**src/rtl/bnpc_pkg.sv**
```systemverilog
package bnpc_pkg;

  typedef enum logic [3:0] {
    OP_ALWAYS = 4'h0,
    OP_EQ     = 4'h1,
    OP_UGT    = 4'h2,
    OP_UGE    = 4'h3,
    OP_BITS   = 4'h4,
    OP_NE     = 4'h5,
    OP_SGT    = 4'h6,
    OP_SGE    = 4'h7,
    OP_CALL   = 4'h8,
    OP_EXIT   = 4'h9,
    OP_ULT    = 4'hA,
    OP_ULE    = 4'hB,
    OP_SLT    = 4'hC,
    OP_SLE    = 4'hD,
    OP_RSV_E  = 4'hE,
    OP_RSV_F  = 4'hF
  } jop_e;

  typedef enum logic [1:0] {
    CMP_ORD_LT = 2'd0,
    CMP_ORD_EQ = 2'd1,
    CMP_ORD_GT = 2'd2
  } cmp_ord_e;

endpackage

```
**src/rtl/bnpc_cond.sv**
```systemverilog
module bnpc_cond
  import bnpc_pkg::*;
#(
  parameter int DATA_W = 64,
  parameter int IMM_W  = 32
) (
  input  logic [3:0]        op_code,
  input  logic              src_sel,
  input  logic [DATA_W-1:0] dst_val,
  input  logic [DATA_W-1:0] src_val,
  input  logic [IMM_W-1:0]  imm,
  output logic              is_cond,
  output logic              hit
);

  logic signed [DATA_W-1:0] imm_ext;
  logic [DATA_W-1:0]        opnd;
  cmp_ord_e                 ord_u;
  cmp_ord_e                 ord_s;

  function automatic cmp_ord_e order_of(input logic [DATA_W-1:0] a,
                                        input logic [DATA_W-1:0] b,
                                        input logic              signed_mode);
    logic [DATA_W-1:0] fa;
    logic [DATA_W-1:0] fb;
    // flipping the sign bit maps two's-complement order onto unsigned order
    fa = signed_mode ? (a ^ (DATA_W'(1) << (DATA_W-1))) : a;
    fb = signed_mode ? (b ^ (DATA_W'(1) << (DATA_W-1))) : b;
    if (fa == fb)     return CMP_ORD_EQ;
    else if (fa < fb) return CMP_ORD_LT;
    else              return CMP_ORD_GT;
  endfunction

  assign imm_ext = $signed(imm);
  assign opnd    = src_sel ? src_val : imm_ext;
  assign ord_u   = order_of(dst_val, opnd, 1'b0);
  assign ord_s   = order_of(dst_val, opnd, 1'b1);

  always_comb begin
    is_cond = 1'b1;
    hit     = 1'b0;
    unique case (jop_e'(op_code))
      OP_EQ:   hit = (ord_u == CMP_ORD_EQ);
      OP_NE:   hit = (ord_u != CMP_ORD_EQ);
      OP_BITS: hit = |(dst_val & opnd);
      OP_UGT:  hit = (ord_u == CMP_ORD_GT);
      OP_UGE:  hit = (ord_u != CMP_ORD_LT);
      OP_ULT:  hit = (ord_u == CMP_ORD_LT);
      OP_ULE:  hit = (ord_u != CMP_ORD_GT);
      OP_SGT:  hit = (ord_s == CMP_ORD_GT);
      OP_SGE:  hit = (ord_s != CMP_ORD_LT);
      OP_SLT:  hit = (ord_s == CMP_ORD_LT);
      OP_SLE:  hit = (ord_s != CMP_ORD_GT);
      default: is_cond = 1'b0;
    endcase
  end

endmodule

```
**src/rtl/bnpc_target.sv**
```systemverilog
module bnpc_target #(
  parameter int PC_W  = 32,
  parameter int OFF_W = 16,
  parameter int IMM_W = 32
) (
  input  logic [PC_W-1:0]  pc_in,
  input  logic [OFF_W-1:0] offset,
  input  logic [IMM_W-1:0] imm,
  input  logic             wide_insn,
  output logic [PC_W-1:0]  seq_pc,
  output logic [PC_W-1:0]  jump_pc,
  output logic [PC_W-1:0]  call_pc
);

  logic [PC_W-1:0]        pc_plus1;
  logic signed [PC_W-1:0] off_ext;
  logic signed [PC_W-1:0] imm_ext;

  assign off_ext  = $signed(offset);
  assign imm_ext  = $signed(imm);
  assign pc_plus1 = pc_in + PC_W'(1);
  assign seq_pc   = pc_plus1 + PC_W'(wide_insn);
  assign jump_pc  = pc_plus1 + off_ext;
  assign call_pc  = pc_plus1 + imm_ext;

endmodule

```
**src/rtl/bnpc_unit.sv**
```systemverilog
module bnpc_unit
  import bnpc_pkg::*;
#(
  parameter int PC_W   = 32,
  parameter int DATA_W = 64,
  parameter int OFF_W  = 16,
  parameter int IMM_W  = 32
) (
  input  logic              clk,
  input  logic              rst_n,
  input  logic              in_valid,
  input  logic [PC_W-1:0]   pc_in,
  input  logic [3:0]        op_code,
  input  logic              src_sel,
  input  logic [DATA_W-1:0] dst_val,
  input  logic [DATA_W-1:0] src_val,
  input  logic [OFF_W-1:0]  offset,
  input  logic [IMM_W-1:0]  imm,
  input  logic              wide_insn,
  output logic              out_valid,
  output logic [PC_W-1:0]   next_pc,
  output logic              taken,
  output logic              call_req,
  output logic [PC_W-1:0]   call_target,
  output logic              exit_flag,
  output logic              illegal
);

  logic            cond_sel;
  logic            cond_hit;
  logic [PC_W-1:0] seq_pc;
  logic [PC_W-1:0] jump_pc;
  logic [PC_W-1:0] call_pc;

  logic [PC_W-1:0] nx_pc;
  logic [PC_W-1:0] nx_call_pc;
  logic            nx_taken;
  logic            nx_call;
  logic            nx_exit;
  logic            nx_illegal;

  bnpc_cond #(.DATA_W(DATA_W), .IMM_W(IMM_W)) u_cond (
    .op_code (op_code),
    .src_sel (src_sel),
    .dst_val (dst_val),
    .src_val (src_val),
    .imm     (imm),
    .is_cond (cond_sel),
    .hit     (cond_hit)
  );

  bnpc_target #(.PC_W(PC_W), .OFF_W(OFF_W), .IMM_W(IMM_W)) u_tgt (
    .pc_in     (pc_in),
    .offset    (offset),
    .imm       (imm),
    .wide_insn (wide_insn),
    .seq_pc    (seq_pc),
    .jump_pc   (jump_pc),
    .call_pc   (call_pc)
  );

  always_comb begin
    nx_pc      = seq_pc;
    nx_call_pc = '0;
    nx_taken   = 1'b0;
    nx_call    = 1'b0;
    nx_exit    = 1'b0;
    nx_illegal = 1'b0;
    unique case (jop_e'(op_code))
      OP_ALWAYS: begin
        nx_taken = 1'b1;
        nx_pc    = jump_pc;
      end
      OP_CALL: begin
        nx_taken   = 1'b1;
        nx_call    = 1'b1;
        nx_call_pc = call_pc;
        nx_pc      = call_pc;
      end
      OP_EXIT: begin
        nx_exit = 1'b1;
        nx_pc   = pc_in;
      end
      OP_RSV_E, OP_RSV_F: begin
        nx_illegal = 1'b1;
        nx_pc      = pc_in;
      end
      default: begin
        nx_taken = cond_sel & cond_hit;
        nx_pc    = (cond_sel & cond_hit) ? jump_pc : seq_pc;
      end
    endcase
  end

  always_ff @(posedge clk) begin
    if (!rst_n) begin
      out_valid   <= 1'b0;
      next_pc     <= '0;
      taken       <= 1'b0;
      call_req    <= 1'b0;
      call_target <= '0;
      exit_flag   <= 1'b0;
      illegal     <= 1'b0;
    end else begin
      out_valid <= in_valid;
      taken     <= in_valid & nx_taken;
      call_req  <= in_valid & nx_call;
      exit_flag <= in_valid & nx_exit;
      illegal   <= in_valid & nx_illegal;
      if (in_valid) begin
        next_pc     <= nx_pc;
        call_target <= nx_call_pc;
      end
    end
  end

endmodule

```
**config.mk**
```make
export PLATFORM = sky130hd
export DESIGN_NAME = bnpc_unit
export DESIGN_NICKNAME = d
export VERILOG_FILES = /design/src/rtl/bnpc_pkg.sv /design/src/rtl/bnpc_cond.sv /design/src/rtl/bnpc_target.sv /design/src/rtl/bnpc_unit.sv
export SDC_FILE = /design/constraint.sdc
export NUM_CORES = 1
export LEC_CHECK = 0
export BUFFER_PORTS_ARGS = -buffer_cell sky130_fd_sc_hd__buf_2
export CAP_MARGIN = 20
export CORE_ASPECT_RATIO = 0.7
export CORE_MARGIN = 4
export CORE_UTILIZATION = 51
export CTS_BUF_LIST = sky130_fd_sc_hd__clkbuf_8 sky130_fd_sc_hd__clkbuf_16
export CTS_CLUSTER_DIAMETER = 200
export DETAILED_ROUTE_END_ITERATION = 10
export PLACE_DENSITY_LB_ADDON = 0.08
export SLEW_MARGIN = 20
export SYNTH_ARGS = -nofsm -noshare
export SYNTH_HDL_FRONTEND = slang
export SYNTH_HIERARCHICAL = 1
export SYNTH_SLANG_ARGS = --single-unit
```
**constraint.sdc**
```tcl
create_clock -name clk -period 4.5 [get_ports clk]
set_input_delay 0.675 -clock clk [delete_from_list [all_inputs] [get_ports clk]]
set_output_delay 0.675 -clock clk [all_outputs]
set_load 0.02 [all_outputs]
```
==> results.cfg <==
[timing]
skew_ns = 0
final.setup.worst_slack_ns = 0.0908
setup_viol_count_final = 0
finalCriticalPeriod_ns = 4.41
fmax_mhz = 227
max-slew-margin-rel_pct = 30.4
final_max_slew_viol_count = 0
worst_pin_slew_ns = 1.04
finalCritPeriodShare_pct = 98.0
hold_viol = 0

[synthesis]
postSynthAreaPerCell_um2 = 7.67
synth_area_um2 = 11600
synth_edf_count = 0
yosysWarnings = 6
synth_fp_nets = 1942
yosysSeqAreaShare_pct = 11.9
synth-seq-cells = 69
netlist_instances = 1515
yosysUniqueCellTypes = 80
async_reset_ff_share_pct = 0
ys.flop_type = dfxtp_1

[placed_design]
gp_congestion = 0.967
place_hpwl_mm = 36.2
pre_cts_slack_ns = -0.323
port_buffers = 285

[critical_path]
cpMaxStageDelayCell = a211o_1
rr_worst_depth = 2
crit_type = primary input to flop
cp-end-kind = flop
cp.arrival_ns = 4.68
cp-start-kind = primary input
reg2reg_from = next_pc[10]
cp.required_ns = 4.77
crit_start = pc_in[0]
cp_max_fo = 4
slowest_delay_ns = 0.34
crit_chain = buf_2, ha_1, and4_1, and2_1, nand3_1, xor2_2, inv_2, ha_1, and3_1, and3_1, a221oi_2, a21oi_1, a41o_1, a211o_1, buf_4, a31oi_1, xnor2_1, mux2_2, nand2_1, a31oi_1

[clocking]
cts_sinks = 69
hold_buffers = 0
clk_pin_slew_ns = 0.06
insertion_delay_ns = 0.33
cts_root_buf = clkbuf_16
cts_inserted_buffers = 9
cts_tree = yes
clock_path_buffers = 2
h-tree-depth = 3

[cells_and_area]
syn_to_final_growth_pct = 30.3
drive_above_1_share_pct = 29.7
finish.utilization_pct = 68.6
fillers = 1938
nets = 2368

[floorplanning]
ios = 286
fp.dieW_um = 188
dieArea_um2 = 25300
die_h_um = 134
num_rows = 45
start_util_pct = 52.7
fp.coreArea_um2 = 22100

[job]
max_cap_violations = 0

[global_routing]
antenna_found_initial = 4
grt_pass1_wl_mm = 67.4
grt_max_degree = 67
grt_pass1_vias = 12700
grt_use_total_pct = 32.9
overflow = 0

[worst_hold_path]
min_from = call_target[0]
hold_path_depth = 2
hold_class = flop to flop

[route]
finalWirelength_mm = 44.6
drcViolationCount = 0
avgRoutedWirePerCell_um = 19.8
drtIter0Drc = 1491
ant_nets = 0
drt_pass1_iterations = 6
routed_via_density = 6.03
vias = 13600

[outcome]
status = finished clean

[power]
p_leak_uw = 0.00761
p_per_area_nw_per_um2 = 214
worst_ir_drop_vdd_mv = 0.162
## final timing paths
| kind | to | slack [ns] |
|---|---|---|
| worst min-delay path | call_target[0] | 0.49 |
| worst max register to register | next_pc[10] | 3.77 |
| worst max-delay path | next_pc[28] | 0.09 |
| worst min register to register | call_target[0] | 0.49 |
## kinds of logic (layout without fill, tap and decap cells)
| logic type | after synthesis | count (layout) | synth area share [%] |
|---|---|---|---|
| flip-flops | 69 | 69 | 11.9 |
| adder cells (fa/ha/maj) | 210 | 210 | 22.7 |
| AO/OA/AOI/OAI | 495 | 495 | 27.4 |
| AND/OR/NAND/NOR | 404 | 404 | 17.9 |
| other | 0 | 1 | 0 |
| multiplexers | 66 | 66 | 6.06 |
| buffers and inverters | 154 | 584 | 5.26 |
| XOR/XNOR | 117 | 117 | 8.81 |
## sequential cells by signal (all words and copies together) (netlist names)
signal	count
illegal	1
call_req	1
taken	1
call_target	32
out_valid	1
exit_flag	1
next_pc	32
## per-stage QoR
step / power [uW] / instances / instance area (um2) / TNS, ns / hold slack [ns]
3_3_place_gp: 2310 / 2234 / 14700 / -1.33 / 0.469
3_5_place_dp: 2340 / 2234 / 14700 / -3.45 / 0.479
6_report: 3240 / 2251 / 15100 / 0 / 0.492
5_1_grt: 3420 / 2251 / 15100 / -0.172 / 0.511
2_1_floorplan: 1680 / 1515 / 11600 / 0 / 0.591
4_1_cts: 3190 / 2249 / 15000 / 0 / 0.495
## cells in the mapped netlist (4+ instances only)
cell type	count	share of area [%]
or3_1	5	0.27
a21o_1	25	1.6
dfxtp_1	69	12
buf_2	13	0.56
nand4b_1	5	0.38
nor2b_1	14	0.75
a31o_2	6	0.45
and3_1	21	1.1
a22o_1	32	2.4
nor2_1	100	3.2
a211oi_1	11	0.71
nand2_1	97	3.1
mux2i_1	31	2.7
o211ai_1	5	0.32
a22oi_1	35	2.3
a31oi_1	43	2.3
nor3_1	18	0.77
o21ai_0	116	5.0
clkbuf_1	47	1.5
nor4b_1	5	0.38
a21boi_0	20	1.3
o22ai_1	4	0.22
o21bai_1	6	0.39
nand2b_1	6	0.32
nor4_1	21	1.1
and2_1	6	0.32
o31ai_1	4	0.26
a21oi_1	126	5.4
ha_1	208	22
o21a_1	9	0.58
inv_1	89	2.9
nand4_1	31	1.7
xnor2_1	82	6.2
mux2_2	35	3.4
a21boi_1	13	0.84
and4_1	7	0.53
xor2_1	35	2.6
a211o_1	4	0.30
nand3_1	45	1.9
## area by class of cell
type	count	area (um2)	share of cell area [%]
clock inverters	5	108	0.711
multi-input cells	1292	9770	64.5
diodes	1	2.50	0.0165
flip-flops and latches	69	1380	9.12
well taps	305	382	2.52
clock buffers	10	239	1.58
repair buffers	480	2930	19.3
inverters	89	334	2.21
## critical path: cells and delay by family
kind                       cells  cell delay [ns]
adders and majority gates      2             0.52
and+or+nand+nor                6             1.03
muxes                          1             0.23
xor gates and xnor gates       2             0.45
buffers and inverters          3             0.36
AOI/OAI and AO/OA              6             1.41
## cell usage in the layout, fill, tap and decap left out, types with 16 or more instances in the layout
master	netlist	routed
xor2_1	35	33
nor4_1	21	20
dfxtp_1	69	69
a22oi_1	35	35
buf_4	2	192
mux2_2	35	35
ha_1	208	208
a21o_1	25	25
nand4_1	31	31
inv_1	89	88
nor2_1	100	98
o21ai_0	116	115
a22o_1	32	32
a31oi_1	43	43
nor3_1	18	17
xnor2_1	82	76
and3_1	21	20
nand2_1	97	97
nand3_1	45	44
mux2i_1	31	31
a21boi_0	20	17
a21oi_1	126	126
buf_2	13	285
a21boi_1	13	16
## layer usage
| metal | vias up | global-route usage [%] | share of wire, % |
|---|---|---|---|
| met5 | - | 0 | 0.092 |
| met4 | 6 | 5.70 | 1.3 |
| met3 | 63 | 9.18 | 12 |
| met2 | 757 | 49.6 | 41 |
| met1 | 6292 | 47.4 | 46 |
| li1 | 6453 | - | - |
## power breakdown
group / switching, uW / leakage, uW / internal (uW)
registers: 21.6 / 0.000570 / 656
logic: 973 / 0.00687 / 749
clock network: 287 / 0.000169 / 557
total: 1280 / 0.00761 / 1960
## timing repair
item / in CTS / in global routing
resized for setup: 0 / 23
buffers inserted: 0 / 1
endpoints found under the setup margin: 0 / 21
(Power assumes the default switching activity.)
